File: src/rtl/pgx_pkg.sv
package pgx_pkg;
    // Default geometry: 8-word pages, 16 frames, up to 4 pages.
    localparam int DEF_OFS_W = 3;
    localparam int DEF_PG_W  = 2;
    localparam int DEF_FRM_W = 4;

    typedef enum logic [1:0] {
        XL_OK      = 2'd0,
        XL_BOUND   = 2'd1,
        XL_INVALID = 2'd2
    } xl_cause_e;

    function automatic logic cause_is_fault(xl_cause_e c);
        return c != XL_OK;
    endfunction
endpackage

File: src/rtl/pt_regfile.sv
module pt_regfile #(
    parameter int PG_W  = pgx_pkg::DEF_PG_W,
    parameter int FRM_W = pgx_pkg::DEF_FRM_W,
    localparam int NPG   = 1 << PG_W,
    localparam int LEN_W = PG_W + 1
) (
    input  logic                       clk,
    input  logic                       rst,
    input  logic                       we,
    input  logic                       priv,
    input  logic                       sel_len,
    input  logic [PG_W-1:0]            idx,
    input  logic [FRM_W-1:0]           frame_in,
    input  logic                       ok_in,
    input  logic [LEN_W-1:0]           len_in,
    output logic [NPG-1:0][FRM_W-1:0]  frame_q,
    output logic [NPG-1:0]             ok_q,
    output logic [LEN_W-1:0]           len_q
);
    logic wr_ok;
    assign wr_ok = we && priv;

    always_ff @(posedge clk) begin
        if (rst)
            len_q <= '0;
        else if (wr_ok && sel_len)
            len_q <= len_in;
    end

    for (genvar g = 0; g < NPG; g++) begin : g_ent
        always_ff @(posedge clk) begin
            if (rst) begin
                frame_q[g] <= '0;
                ok_q[g]    <= 1'b0;
            end else if (wr_ok && !sel_len && idx == PG_W'(g)) begin
                frame_q[g] <= frame_in;
                ok_q[g]    <= ok_in;
            end
        end
    end
endmodule

File: src/rtl/pt_lookup.sv
module pt_lookup
    import pgx_pkg::*;
#(
    parameter int OFS_W = DEF_OFS_W,
    parameter int PG_W  = DEF_PG_W,
    parameter int FRM_W = DEF_FRM_W,
    localparam int NPG   = 1 << PG_W,
    localparam int LEN_W = PG_W + 1,
    localparam int LA_W  = PG_W + OFS_W,
    localparam int PA_W  = FRM_W + OFS_W
) (
    input  logic [LA_W-1:0]            laddr,
    input  logic [NPG-1:0][FRM_W-1:0]  frame_q,
    input  logic [NPG-1:0]             ok_q,
    input  logic [LEN_W-1:0]           len_q,
    output logic [PA_W-1:0]            paddr,
    output xl_cause_e                  cause
);
    logic [PG_W-1:0]  page;
    logic [OFS_W-1:0] ofs;

    assign page = laddr[LA_W-1:OFS_W];
    assign ofs  = laddr[OFS_W-1:0];

    always_comb begin
        if ({1'b0, page} >= len_q)
            cause = XL_BOUND;
        else if (!ok_q[page])
            cause = XL_INVALID;
        else
            cause = XL_OK;
        paddr = {frame_q[page], ofs};
    end
endmodule

File: src/rtl/rsp_stage.sv
module rsp_stage
    import pgx_pkg::*;
#(
    parameter int PA_W = pgx_pkg::DEF_FRM_W + pgx_pkg::DEF_OFS_W
) (
    input  logic            clk,
    input  logic            rst,
    input  logic            fire,
    input  logic [PA_W-1:0] paddr_d,
    input  xl_cause_e       cause_d,
    output logic            vld_q,
    output logic [PA_W-1:0] paddr_q,
    output logic            fault_q
);
    always_ff @(posedge clk) begin
        if (rst || !fire) begin
            vld_q   <= 1'b0;
            paddr_q <= '0;
            fault_q <= 1'b0;
        end else begin
            vld_q   <= 1'b1;
            fault_q <= cause_is_fault(cause_d);
            paddr_q <= cause_is_fault(cause_d) ? '0 : paddr_d;
        end
    end
endmodule

File: src/rtl/page_xlate_top.sv
module page_xlate_top
    import pgx_pkg::*;
#(
    parameter int OFS_W = DEF_OFS_W,
    parameter int PG_W  = DEF_PG_W,
    parameter int FRM_W = DEF_FRM_W,
    localparam int NPG   = 1 << PG_W,
    localparam int LEN_W = PG_W + 1,
    localparam int LA_W  = PG_W + OFS_W,
    localparam int PA_W  = FRM_W + OFS_W
) (
    input  logic             clk,
    input  logic             rst,
    input  logic             cfg_we,
    input  logic             cfg_priv,
    input  logic             cfg_sel_len,
    input  logic [PG_W-1:0]  cfg_idx,
    input  logic [FRM_W-1:0] cfg_frame,
    input  logic             cfg_entry_ok,
    input  logic [LEN_W-1:0] cfg_len,
    input  logic             req_valid,
    input  logic [LA_W-1:0]  req_laddr,
    output logic             rsp_valid,
    output logic [PA_W-1:0]  rsp_paddr,
    output logic             rsp_fault
);
    logic [NPG-1:0][FRM_W-1:0] frame_q;
    logic [NPG-1:0]            ok_q;
    logic [LEN_W-1:0]          len_q;
    logic [PA_W-1:0]           lk_paddr;
    xl_cause_e                 lk_cause;

    pt_regfile #(.PG_W(PG_W), .FRM_W(FRM_W)) u_regs (
        .clk      (clk),
        .rst      (rst),
        .we       (cfg_we),
        .priv     (cfg_priv),
        .sel_len  (cfg_sel_len),
        .idx      (cfg_idx),
        .frame_in (cfg_frame),
        .ok_in    (cfg_entry_ok),
        .len_in   (cfg_len),
        .frame_q  (frame_q),
        .ok_q     (ok_q),
        .len_q    (len_q)
    );

    pt_lookup #(.OFS_W(OFS_W), .PG_W(PG_W), .FRM_W(FRM_W)) u_look (
        .laddr   (req_laddr),
        .frame_q (frame_q),
        .ok_q    (ok_q),
        .len_q   (len_q),
        .paddr   (lk_paddr),
        .cause   (lk_cause)
    );

    rsp_stage #(.PA_W(PA_W)) u_rsp (
        .clk     (clk),
        .rst     (rst),
        .fire    (req_valid),
        .paddr_d (lk_paddr),
        .cause_d (lk_cause),
        .vld_q   (rsp_valid),
        .paddr_q (rsp_paddr),
        .fault_q (rsp_fault)
    );
endmodule

File: config.mk
export PLATFORM = sky130hd
export DESIGN_NAME = page_xlate_top
export DESIGN_NICKNAME = d
export VERILOG_FILES = /design/src/rtl/pgx_pkg.sv /design/src/rtl/pt_regfile.sv /design/src/rtl/pt_lookup.sv /design/src/rtl/rsp_stage.sv /design/src/rtl/page_xlate_top.sv
export SDC_FILE = /design/constraint.sdc
export NUM_CORES = 1
export LEC_CHECK = 0
export BUFFER_PORTS_ARGS = -buffer_cell sky130_fd_sc_hd__buf_2
export CORE_MARGIN = 2
export CORE_UTILIZATION = 50
export CTS_CLUSTER_SIZE = 24
export DETAILED_ROUTE_END_ITERATION = 8
export HOLD_SLACK_MARGIN = 0.08
export PLACE_DENSITY = 0.77
export SETUP_SLACK_MARGIN = 0.5
export SYNTH_ARGS = -nofsm -noshare
export SYNTH_HDL_FRONTEND = slang
export SYNTH_HIERARCHICAL = 1
export SYNTH_SLANG_ARGS = --single-unit
export TNS_END_PERCENT = 50
File: constraint.sdc
create_clock -name clk -period 3.2 [get_ports clk]
set_input_delay 0.16 -clock clk [delete_from_list [all_inputs] [get_ports clk]]
set_output_delay 0.16 -clock clk [all_outputs]
set_load 0.01 [all_outputs]
# --- Word-level counts from Yosys, hierarchy flattened ---
# Cells that the tools add are included.
totals:
  in_bits: 21
  ff_bits: 32
  output_inout_bits: 9
classes:
  reduce_logical: 13
  mux: 7
  eq_ne: 3
  magnitude_cmp: 2
op_table:
  columns: ["operator", "n"]
  rows:
  - ["4-bit binary-select mux with 2-bit select", 1]
  - ["1-bit logical AND", 7]
  - ["2-bit equality test, second input constant", 2]
  - ["2-bit 2-to-1 mux", 2]
  - ["4-bit 2-to-1 mux", 1]
  - ["2-bit by 3-bit greater-or-equal comparator with 1-bit output", 1]
  - ["2-bit by 3-bit less-than comparator with 1-bit output, second input constant", 1]
  - ["1-bit binary-select mux with 2-bit select", 1]
  - ["2-bit by 1-bit equality test with 1-bit output, second input constant", 1]
  - ["1-bit zero test", 2]
  - ["2-bit zero test", 1]
  - ["1-bit 2-to-1 mux", 2]
  - ["2-bit nonzero test", 1]
  - ["2-bit OR reduction", 1]
  - ["1-bit logical OR", 1]

# --- Depth between registers and ports, before layout ---
# Gate-level depths: netlist of run 1.
depth:
  depth_word: 6
  depth_mapped: 8

# --- Cells and area by module ---
# Netlist of run 1, hierarchy kept.
by_module_without_submodules:
  columns: ["mod", "area_per_inst_um2", "cells_per_inst", "seq_area_each_um2", "instances"]
  rows:
  - ["pt_regfile", 960.9, 87, 460.4, 1]
  - ["rsp_stage", 264.0, 19, 180.2, 1]
  - ["pt_lookup", 219.0, 17, 0.0, 1]

# --- Worst setup path after synthesis of run 1 ---
# Ideal clock, no wire load.
synth_timing:
  path_type: "register -> register"
  startpoint: "register u_regs.len_q[0]"
  endpoint: "register u_rsp.paddr_q[0]"
  setup_ns: 0.059
  path_stages_with_launch: 7
  arrival_time_ns: 1.372
  synth_period_minus_slack_ns: 1.431
  required_ns: 3.141
  path_buffers: 0
  setup_slack_ns: 1.769
  path_cell_list: "dfxtp_1 > ha_1 > nand2b_1 > a21oi_1 > nor2_1 > nor4b_4 > and2_1"
synth_between:
  elab_chain_len: 4
synth_rtl:
  columns: ["element", "line_no", "rtl"]
  rows:
  - ["start: declaration", "pt_regfile.sv:18", "output logic [LEN_W-1:0] len_q"]
  - ["start signal: assignment", "pt_regfile.sv:27", "len_q <= len_in;"]
  - ["2-bit by 3-bit greater-or-equal comparator with 1-bit output", "pt_lookup.sv:26", "if ({1'b0, page} >= len_q)"]
  - ["2-bit 2-to-1 mux", "pt_lookup.sv:26", null]
  - ["named net lk_cause[0]", "page_xlate_top.sv:31", "xl_cause_e lk_cause;"]
  - ["2-bit nonzero test", "pgx_pkg.sv:14", "return c != XL_OK;"]
  - ["2-bit OR reduction (no source line)", null, null]
  - ["end signal: assignment", "rsp_stage.sv:23", "paddr_q <= cause_is_fault(cause_d) ? '0 : paddr_d;"]
  - ["end: declaration", "rsp_stage.sv:12", "output logic [PA_W-1:0] paddr_q,"]
# The timed path passes the listed nets, and every way through them passes these cells.
# A chain may end at the register's enable or synchronous reset.

# --- Worst setup path after layout of run 1 ---
# Ends and elaborated chain as after synthesis.

==> results.tsv, run 1 <==
stage	metric	value	unit
cts	path_clk_slew	90	ps
drt	antenna_left	0	
sta	skew	1.69	ps
yosys	yosysWarningCount	6	
hold_path	hold_depth	3	
drt	wirelength	2570	µm
yosys	synthTopCellsByArea	dfxtp_1 (44%), mux2i_1 (16%), nand2b_1 (11%)	
global_routing	grt_overflow	0	
global_routing	grt.total_usage	17.8	%
drt	drtIter0Drc	8	
floorplanning	dieArea	3330	µm²
sta	final-hold-violation-count	0	
yosys	yosysTopAreaCell	dfxtp_1	
placement	io_buffer_count	29	
cts	hold_buffers	7	
cts	cts_buffers	5	
floorplanning	core	2760	µm²
worst_setup_path	critPathMaxStageDelay	330	ps
cts	ctsLongestPathBuffers	2	
placement	dpl.hpwl	1840	µm
yosys	ys_types	24	
cts	insertion_delay	330	ps
sta	min_period	1610	ps
placement	place_worst_setup_slack	1530	ps
finish	nFillCells	239	
placement	gp_congestion	0.742	
sta	rsz0062_at_grt	false	
global_routing	grt_pass1_vias	991	
floorplanning	pin_count	30	
global_routing	grt_max_degree	31	
sta	tightest_slew	978	ps
cts	ctsResizeCount	0	
drt	drc	0	
drt	firstDrtPassIters	3	
hold_path	worstHoldPathType	input pin to flip-flop	
worst_setup_path	slowest_stage	dfxtp_1	
worst_setup_path	crit_type	flip-flop to flip-flop	
worst_setup_path	crit_required	3480	ps
sta	fin_crit_sh	50.2	%
yosys	synth_top_area_share	44.4	%
sta	fmax	622	MHz
sta	whs	161	ps
worst_setup_path	cp_data_arrival_time	1890	ps
yosys	async_reset_ff_share	0	%
pwr	power.total	714	µW
global_routing	grt_pass1_wl	4340	µm
yosys	netlist_instances	123	
sta	relSlewSlack	34.2	%
finish	area_growth	17.2	%
yosys	syn_nets	146	
cts	cts-htree-levels	2	
finish	diodes	0	
pwr	vdd_ir_drop_max	0.326	mV
finish	drive_above_1_share	26.6	%
drt	wl_per_cell	13.6	µm
yosys	synth.yosys.seq_area_share	44.4	%
sta	setup_viol	0	
finish	nNetsFinal	180	
floorplanning	die_h	57.7	µm
worst_setup_path	cp_max_fo	7	
yosys	synth.most_common_cell	dfxtp_1	
cts	cts.sinks	32	
global_routing	antenna_found_initial	0	
drt	num_vias	980	
cts	post-cts-setup-buffers	0	
yosys	synth_ff_type	dfxtp_1	
cts	clockRootBuffer	clkbuf_4	
sta	setup-tns-final	0	ps
drt	vias_per_cell	5.19	
floorplanning	fp.dieW	57.7	µm
worst_setup_path	crit_chain	ha_1 -> nand2b_1 -> a21oi_1 -> nor2_1 -> nor4b_4 -> and2_1	
floorplanning	start_util	52.4	%
yosys	avgSynthCellArea	11.7	µm²
worst_setup_path	worstSetupEndpointType	flip-flop	
sta	drv_slew	0	
cts	cts_tree	built	
pwr	p_leak	0.822	nW
yosys	synth_edf_count	0	
status	status	completed	
yosys	ys_seq_elements	32	
yosys	netlist_area	1440	µm²
worst_setup_path	reg2reg_depth	6	
worst_setup_path	cp-start-kind	flip-flop	
yosys	ys_top_cells_by_count	dfxtp_1 (32), nand2b_1 (26), mux2i_1 (23)	
floorplanning	rows	19	
sta	worst_slack	1590	ps
run	drv_cap	0	
pwr	cellPowerDensity	422	nW/µm²
[metal layers]
metal	global-route usage, %	wire length [µm]	vias to the layer above
li1	-	-	493
met1	18.1	1110	460
met2	32.0	1300	23
met3	7.37	128	4
met4	6.98	34	0
met5	0	0	-
[path summary, 6_finish.rpt]
check	from	slack, ps	endpoint
max	u_regs/len_q[0]$_SDFFE_PP0P_	1590	u_rsp/paddr_q[0]$_SDFF_PP0_
min	cfg_frame[3]	160	u_regs/frame_q[15]$_SDFFE_PP0P_
max reg2reg	u_regs/len_q[0]$_SDFFE_PP0P_	1590	u_rsp/paddr_q[0]$_SDFF_PP0_
min reg2reg	u_regs/frame_q[2]$_SDFFE_PP0P_	470	u_regs/frame_q[2]$_SDFFE_PP0P_
[report_power, final]
| group | switching, mW | internal, mW | total (mW) |
|---|---|---|---|
| clock network | 0.135 | 0.104 | 0.239 |
| logic | 0.0313 | 0.0367 | 0.0680 |
| registers | 0.00273 | 0.405 | 0.408 |
| total | 0.169 | 0.546 | 0.714 |
[sequential cells by signal, indices dropped and copies added, names as in the netlist]
register and count:
u_rsp/fault_q 1, u_regs/ok_q 4, u_rsp/paddr_q 7, u_regs/len_q 3, u_regs/frame_q 16, u_rsp/vld_q 1
[per-stage QoR]
step	cells	util, %	area (µm²)
after floorplan	123	-	1440
after global placement	174	56.6	1560
after detailed placement	174	56.6	1560
after CTS	189	61.3	1690
after global routing	189	61.3	1690
final	189	61.3	1690
[worst max-delay path: cells and delay by family (launching register included)]
| family | cells | cell delay, ps |
|---|---|---|
| AOI/OAI and AO/OA | 1 | 200 |
| DFF | 1 | 330 |
| adders and majority gates | 1 | 280 |
| and+or+nand+nor | 4 | 750 |
[layout by cell type (no fill, tap or decap), types with 4 or more instances in the layout]
cell | Yosys | final
nor2_1 | 4 | 4
clkbuf_4 | 0 | 5
dlygate4sd3_1 | 0 | 7
dfxtp_1 | 32 | 32
mux2i_1 | 23 | 23
nand2b_1 | 26 | 26
buf_2 | 0 | 29
mux4_1 | 4 | 4
and2_1 | 7 | 7
[cell type report]
| class | instances | area, µm² | share of cell area (%) |
|---|---|---|---|
| clock inverters | 2 | 10.0 | 0.592 |
| repair buffers | 36 | 215 | 12.7 |
| flip-flops and latches | 32 | 641 | 37.9 |
| clock buffers | 6 | 51.3 | 3.03 |
| inverters | 2 | 7.51 | 0.444 |
| well taps | 31 | 38.8 | 2.29 |
| multi-input cells | 80 | 728 | 43.0 |
[logic make-up (layout without fill, tap and decap cells)]
group	after synthesis	after routing	synth area share [%]
and+or+nand+nor	47	47	22.4
muxes	28	28	24.8
AOI/OAI and AO/OA	3	3	1.56
buffers and inverters	11	46	5.20
adders and majority gates	2	2	1.73
DFF	32	32	44.4
No activity file was read; power rests on OpenSTA's default activity.
==> run 2, diff against run 1 <==
--- a/config.mk
+++ b/config.mk
@@ -5,13 +5,14 @@
 export SDC_FILE = /design/constraint.sdc
 export NUM_CORES = 1
 export LEC_CHECK = 0
+export ABC_AREA = 1
 export BUFFER_PORTS_ARGS = -buffer_cell sky130_fd_sc_hd__buf_2
 export CORE_MARGIN = 2
 export CORE_UTILIZATION = 50
 export CTS_CLUSTER_SIZE = 24
 export DETAILED_ROUTE_END_ITERATION = 8
 export HOLD_SLACK_MARGIN = 0.08
-export PLACE_DENSITY = 0.77
+export PLACE_DENSITY = 0.76
 export SETUP_SLACK_MARGIN = 0.5
 export SYNTH_ARGS = -nofsm -noshare
 export SYNTH_HDL_FRONTEND = slang
==> constraint.sdc (replaced) <==
create_clock -name clk -period 1.5 [get_ports clk]
set_input_delay 0.075 -clock clk [delete_from_list [all_inputs] [get_ports clk]]
set_output_delay 0.075 -clock clk [all_outputs]
set_load 0.01 [all_outputs]
==> run 2 against run 1 <==
  * Worst hold slack got worse by 87 ps
  * Critical path type unchanged
  * Highest routed layer unchanged
  * Die area is 6.9% higher
  * Largest cell class unchanged
  * Synthesized cell count is 78% higher
  * Count of clock-buffer cells in the layout up 1
  * Combinational power rose to 3.7 times the previous value
  * Clock power increased by 120%
  * Area after synthesis increased by 7.4%
  * Sequential power rose by 120%
  * Largest power group unchanged
  * Design area rose by 12%
  * Sequential cell count stayed put
==> results.tsv, run 2 <==
stage	metric	value	unit
status	status	completed	
cts	cts_tree	built	
yosys	synth.most_common_cell	nor2_1	
yosys	avgSynthCellArea	7.08	µm²
sta	setup_viol	0	
cts	cts-htree-levels	2	
yosys	synth_edf_count	0	
worst_setup_path	crit_start	u_regs/len_q[1]$_SDFFE_PP0P_	
worst_setup_path	cp_data_arrival_time	1560	ps
global_routing	grt_pass1_wl	5260	µm
run	drv_cap	0	
floorplanning	fp.dieW	59.7	µm
yosys	netlist_area	1550	µm²
worst_setup_path	crit_type	flip-flop to flip-flop	
finish	largest_register	u_regs/frame_q	
drt	wl_per_cell	11.1	µm
worst_setup_path	cp-start-kind	flip-flop	
sta	rsz0062_at_grt	true	
finish	diodes	0	
worst_setup_path	worst_path_most_repeated_cell	nor2_4	
finish	final_common_cell	nor2_1	
yosys	synth_mux_area_share	0	%
yosys	synthAdderAreaFrac	1.61	%
drt	met2RoutedLength	1450	µm
placement	dpl.hpwl	2020	µm
worst_setup_path	r2r_start	u_regs/len_q[1]$_SDFFE_PP0P_	
finish	top_regs	u_regs/frame_q x16, u_rsp/paddr_q x7, u_regs/ok_q x4	
cts	cts_buffers	5	
pwr	vdd_ir_drop_max	0.531	mV
yosys	yosysTopAreaCell	dfxtp_1	
placement	io_buffer_count	29	
yosys	synthSimpleGateAreaFrac	37.0	%
floorplanning	pin_count	30	
pwr	cellPowerDensity	872	nW/µm²
yosys	ys_top_cells_by_count	nor2_1 (39), dfxtp_1 (32), nand2_1 (32)	
cts	ctsLongestPathBuffers	2	
drt	antenna_left	0	
yosys	synth-xor-area-share	0	%
worst_setup_path	cp_max_fo	7	
floorplanning	die_h	59.7	µm
finish	layout_common_cells	nor2_1 (39), nand2_1 (32), dfxtp_1 (30), buf_2 (29), nand3_1 (25)	
finish	largest_reg_flops	16	
global_routing	grt_pass1_vias	1210	
hold_path	worstHoldPathType	input pin to flip-flop	
finish	nNetsFinal	283	
sta	skew	3.96	ps
cts	clockRootBuffer	clkbuf_4	
cts	cts.sinks	32	
drt	wl_met3	198	µm
cts	insertion_delay	330	ps
yosys	async_reset_ff_share	0	%
yosys	syn_nets	242	
yosys	netlist_instances	219	
finish	area_growth	22.7	%
pwr	p_leak	0.882	nW
worst_setup_path	crit_required	1770	ps
yosys	synth_compound_area_share	8.39	%
sta	drv_slew	0	
finish	drive_above_1_share	27.2	%
yosys	yosysWarningCount	6	
drt	wirelength	3260	µm
sta	relSlewSlack	59.8	%
worst_setup_path	worstSetupEndpointType	flip-flop	
global_routing	grt.total_usage	20.1	%
drt	vias_per_cell	4.90	
global_routing	antenna_found_initial	0	
yosys	synth_ff_type	dfxtp_1	
hold_path	hp-start	cfg_sel_len	
pwr	power.total	1.66	mW
yosys	ys_seq_elements	32	
drt	met1_length	1560	µm
worst_setup_path	cp_num_buf_inv	1	
sta	final-hold-violation-count	0	
floorplanning	core	3000	µm²
yosys	synthTopCellsByArea	dfxtp_1 (41%), nor2_1 (9.4%), nand3_1 (8.4%)	
drt	drc	0	
drt	num_vias	1440	
floorplanning	dieArea	3560	µm²
worst_setup_path	slowest_stage	dfxtp_2	
floorplanning	start_util	51.6	%
floorplanning	rows	20	
worst_setup_path	crit_chain	inv_2 -> ha_4 -> nand3_1 -> nand3_2 -> nor2_4 -> nor2_4 -> nand2_4 -> nor2_2	
drt	routed.top_layer	met4	
placement	gp_congestion	0.749	
sta	fin_crit_sh	85.8	%
yosys	synth_top_family_by_area	simple AND/OR/NAND/NOR gates	
yosys	synth_top_area_share	41.3	%
yosys	synth.yosys.seq_area_share	41.3	%
drt	firstDrtPassIters	6	
sta	setup-tns-final	0	ps
sta	tightest_slew	603	ps
global_routing	grt_overflow	0	
cts	path_clk_slew	100	ps
global_routing	grt_max_degree	36	
worst_setup_path	path_delay_family	simple AND/OR/NAND/NOR gates	
worst_setup_path	critPathMaxStageDelay	340	ps
sta	fmax	777	MHz
yosys	ys_types	20	
finish	nFillCells	271	
drt	drtIter0Drc	51	
sta	min_period	1290	ps
-- run 2: cell families after synthesis --
| group | count (synthesis) |
|---|---|
| flops | 32 |
| simple gates | 123 |
| fa+ha+maj | 2 |
| buf+inv | 36 |
| compound gates | 26 |
-- run 2: report_power, final --
group | internal [mW] | switching [mW] | total, mW
registers | 0.870 | 0.0108 | 0.881
logic | 0.105 | 0.148 | 0.253
clock network | 0.229 | 0.296 | 0.525
total | 1.20 | 0.455 | 1.66
-- run 2: final timing paths --
path                                           to  slack (ps)  depth (start not counted)
hold reg to reg   u_regs/frame_q[13]$_SDFFE_PP0P_         490                          2
setup / recovery      u_rsp/paddr_q[3]$_SDFF_PP0_         210                          8
setup reg to reg      u_rsp/paddr_q[3]$_SDFF_PP0_         210                          8
hold / removal       u_regs/len_q[1]$_SDFFE_PP0P_          70                          3
-- run 2: per-stage QoR --
stage / hold WS, ps / setup slack, ps / instances / utilization (%) / area [µm²]
after CTS: -10.9 / 249 / 289 / 61.7 / 1850
after detailed placement: 303 / 200 / 273 / 55.8 / 1670
after floorplan: 144 / 279 / 219 / - / 1560
after global placement: 301 / 237 / 273 / 55.8 / 1670
final: 74.1 / 213 / 294 / 63.3 / 1900
after global routing: 78.9 / 137 / 294 / 63.3 / 1900
-- run 2: cell type report --
type                    count  area [µm²]  share of cell area [%]
inverters                  26        97.6                    5.13
repair buffers             44         288                    15.1
clock inverters             1        7.51                   0.395
well taps                  33        41.3                    2.17
flip-flops and latches     32         643                    33.8
multi-input cells         151         769                    40.5
clock buffers               7        55.1                    2.89
-- run 2: metal layers --
layer | global-route usage, % | vias to the layer above
met3 | 8.23 | 9
met1 | 25.8 | 611
met4 | 7.62 | 0
met2 | 30.0 | 51
met5 | 0 | -
li1 | - | 769
-- run 2: timing repair --
item | in CTS | in global routing
endpoints found under the setup margin | 8 | 8
hold endpoints to repair | 8 | 5
resized for setup | 7 | 0
setup buffers | 1 | 0
hold buffers | 7 | 5
pin swaps | 6 | 3
-- run 2: worst min-delay path, stage by stage --
cell and delay [ps]:
buf_2 140, nand4_1 100, a21oi_1 50
==> run 3, diff against run 2 <==
--- a/config.mk
+++ b/config.mk
@@ -9,13 +9,13 @@
 export BUFFER_PORTS_ARGS = -buffer_cell sky130_fd_sc_hd__buf_2
 export CORE_MARGIN = 2
 export CORE_UTILIZATION = 50
+export CTS_BUF_LIST = sky130_fd_sc_hd__clkbuf_8
 export CTS_CLUSTER_SIZE = 24
 export DETAILED_ROUTE_END_ITERATION = 8
 export HOLD_SLACK_MARGIN = 0.08
-export PLACE_DENSITY = 0.76
+export PLACE_DENSITY = 0.77
 export SETUP_SLACK_MARGIN = 0.5
 export SYNTH_ARGS = -nofsm -noshare
 export SYNTH_HDL_FRONTEND = slang
-export SYNTH_HIERARCHICAL = 1
 export SYNTH_SLANG_ARGS = --single-unit
 export TNS_END_PERCENT = 50
==> run 3 against run 2 <==
  * Sequential power about the same
  * Critical endpoint is now u_rsp.paddr_q[5]$_SDFF_PP0_
  * Power up 5.8%
  * Sequential cell count unchanged
  * Synthesized cell count down 5.0%
  * Cell count down 4.4%
==> results.tsv, run 3 <==
stage	metric	value	unit
drt	met2RoutedLength	1420	µm
worst_setup_path	crit_start	u_regs.len_q[0]$_SDFFE_PP0P_	
drt	wirelength	3120	µm
worst_setup_path	path_delay_family	simple AND/OR/NAND/NOR gates	
cts	insertion_delay	280	ps
pwr	p_leak	0.906	nW
floorplanning	fp.dieW	57.8	µm
finish	nNetsFinal	272	
finish	layout_common_cells	nor2_1 (59), dfxtp_1 (30), buf_2 (29), nand2_1 (27), inv_1 (25)	
sta	tightest_slew	327	ps
yosys	ys_types	21	
yosys	synth.most_common_cell	nor2_1	
sta	fmax	879	MHz
floorplanning	core	2760	µm²
floorplanning	dieArea	3340	µm²
sta	relSlewSlack	78.1	%
global_routing	grt.total_usage	21.7	%
yosys	synth_edf_count	0	
finish	finalNonFillerCells	281	
worst_setup_path	slowest_stage	dfxtp_2	
sta	rsz0062_at_grt	true	
run	drv_cap	0	
pwr	p_int	1.32	mW
cts	cts-htree-levels	2	
drt	drc	0	
finish	largest_reg_flops	16	
status	status	completed	
floorplanning	rows	19	
worst_setup_path	cp_max_fo	7	
yosys	synthTopCellsByArea	dfxtp_1 (44%), nor2_1 (17%), nand2_1 (7.3%)	
drt	firstDrtPassIters	4	
yosys	yosysTopAreaCell	dfxtp_1	
finish	ff_latch_area	643	µm²
pwr	switchingPower	438	µW
worst_setup_path	worst_path_most_repeated_cell	nand2_1	
yosys	synth_top_area_share	44.3	%
drt	vias_per_cell	4.79	
floorplanning	pin_count	30	
cts	cts.sinks	32	
worst_setup_path	cp-start-kind	flip-flop	
yosys	yosysWarningCount	0	
sta	fin_crit_sh	75.8	%
finish	multiInputGateArea	707	µm²
yosys	avgSynthCellArea	6.96	µm²
pwr	vdd_ir_drop_max	0.829	mV
global_routing	grt_pass1_wl	5300	µm
sta	final-hold-violation-count	0	
finish	top_regs	u_regs.frame_q x16, u_rsp.paddr_q x7, u_regs.ok_q x4	
sta	setup_viol	0	
worst_setup_path	cp.depth	8	
finish	drive_above_1_share	24.8	%
worst_setup_path	r2r_start	u_regs.len_q[0]$_SDFFE_PP0P_	
worst_setup_path	cp_data_arrival_time	1360	ps
floorplanning	die_h	57.8	µm
yosys	synth_ff_type	dfxtp_1	
global_routing	antenna_found_initial	0	
floorplanning	start_util	52.5	%
worst_setup_path	reg2reg_depth	8	
yosys	syn_nets	231	
global_routing	grt_overflow	0	
sta	skew	4.21	ps
drt	met1_length	1410	µm
hold_path	hold_end	u_rsp.vld_q$_DFF_P_	
worst_setup_path	worstSetupEndpointType	flip-flop	
global_routing	grt_pass1_vias	1226	
drt	antenna_left	0	
drt	num_vias	1346	
drt	routed.top_layer	met4	
sta	setup-tns-final	0	ps
cts	ctsLongestPathBuffers	2	
finish	diodes	0	
cts	cts_tree	built	
finish	final_common_cell	nor2_1	
yosys	synth.yosys.seq_area_share	44.3	%
yosys	netlist_area	1450	µm²
cts	cts_buffers	5	
worst_setup_path	critPathMaxStageDelay	350	ps
finish	area_growth	26.4	%
drt	wl_met3	202	µm
yosys	async_reset_ff_share	0	%
worst_setup_path	cp_num_buf_inv	1	
pwr	p_sw_share	25.0	%
global_routing	grt_max_degree	24	
sta	drv_slew	0	
pwr	pwr-share-seq	50.2	%
pwr	p_clk_share	37.7	%
worst_setup_path	regToRegSetupSlack	360	ps
worst_setup_path	rr_endpoint	u_rsp.paddr_q[5]$_SDFF_PP0_	
placement	gp_congestion	0.845	
worst_setup_path	crit_required	1720	ps
finish	nFillCells	261	
placement	dpl.hpwl	2250	µm
worst_setup_path	crit_type	flip-flop to flip-flop	
hold_path	hold_depth	2	
drt	drtIter0Drc	29	
pwr	p_comb_share	12.0	%
yosys	netlist_instances	208	
hold_path	worstHoldPathType	input pin to flip-flop	
cts	clockRootBuffer	clkbuf_8	
yosys	ys_top_cells_by_count	nor2_1 (65), dfxtp_1 (32), nand2_1 (28)	
yosys	ys_seq_elements	32	
cts	hold_buffers	8	
placement	io_buffer_count	29	
placement	place_inst	265	
cts	path_clk_slew	60	ps
hold_path	hp-start	rst	
cts	post-cts-setup-buffers	0	
finish	largest_register	u_regs.frame_q	
worst_setup_path	crit_chain	ha_4 -> inv_2 -> nand2_1 -> nand2_1 -> nand2_1 -> nand2_2 -> nand3_4 -> nor2_2	
sta	min_period	1140	ps
pwr	cellPowerDensity	958	nW/µm²
drt	wl_per_cell	11.1	µm
## run 3: cell types whose count changed in the layout (fill, tap and decap cells not counted), sizes merged
cell,previous run,this run
dlygate4sd3,12,8
clkbuf,7,6
clkinvlp,1,0
nand2,36,29
nand3,26,19
o21ai,8,16
inv,26,31
a21boi,0,1
nor3,1,3
buf,32,31
nand4,3,0
a21oi,18,3
nor2,56,68
## run 3: how the worst max path moves through the flow
stage                                        to
floorplan           u_rsp.paddr_q[1]$_SDFF_PP0_
global placement    u_rsp.paddr_q[2]$_SDFF_PP0_
detailed placement  u_rsp.paddr_q[2]$_SDFF_PP0_
CTS                 u_rsp.paddr_q[5]$_SDFF_PP0_
global route        u_rsp.paddr_q[4]$_SDFF_PP0_
finish              u_rsp.paddr_q[5]$_SDFF_PP0_
## run 3: final cells by class
type / count / area share (%)
multi-input cells: 142 / 38.6
flip-flops and latches: 32 / 35.1
repair buffers: 39 / 13.1
inverters: 29 / 6.08
clock buffers: 6 / 4.51
well taps: 31 / 2.12
clock inverters: 2 / 0.410
## run 3: kinds of logic (layout without fill, tap and decap cells)
logic type | Yosys count | count (layout) | share of synthesized area [%]
flops | 32 | 32 | 44.3
fa+ha+maj | 2 | 2 | 1.73
simple gates | 120 | 120 | 37.4
buf+inv | 34 | 76 | 9.51
compound gates | 20 | 20 | 7.09
## run 3: what timing repair did
action	CTS	global route
gates resized for setup	2	9
hold endpoints to repair	9	1
pin swaps	1	5
setup endpoints to repair	8	8
## run 3: power groups by stage
stage / registers (mW) / logic [mW] / clock network (mW)
CTS: 0.881 / 0.208 / 0.680
global route: 0.883 / 0.240 / 0.722
floorplan: 0.899 / 0.118 / 0
detailed placement: 0.900 / 0.186 / 0
finish: 0.881 / 0.211 / 0.662
global placement: 0.899 / 0.184 / 0
## run 3: per-layer routing
| metal | vias up | global-route usage [%] |
|---|---|---|
| met2 | 41 | 34.3 |
| met5 | - | 0 |
| met1 | 574 | 25.4 |
| met3 | 9 | 7.37 |
| met4 | 0 | 13.3 |
| li1 | 722 | - |
## run 3: worst register-to-register path: stages (launching register included)
cell and delay (ps):
dfxtp_2 350, ha_4 200, inv_2 40, nand2_1 40
nand2_1 60, nand2_1 60, nand2_2 80, nand3_4 130
nor2_2 130
## run 3: metrics by stage
| stage | hold slack, ps | setup slack (ps) | area (µm²) | power, mW | utilization, % |
|---|---|---|---|---|---|
| 4_1_cts | 4.56 | 391 | 1810 | 1.77 | 65.8 |
| 3_5_place_dp | 284 | 213 | 1630 | 1.09 | 59.3 |
| 5_1_grt | 9.76 | 272 | 1830 | 1.85 | 66.4 |
| 3_3_place_gp | 280 | 268 | 1630 | 1.08 | 59.3 |
| 2_1_floorplan | 176 | 464 | 1460 | 1.02 | - |
| 6_report | 14.6 | 362 | 1830 | 1.75 | 66.4 |
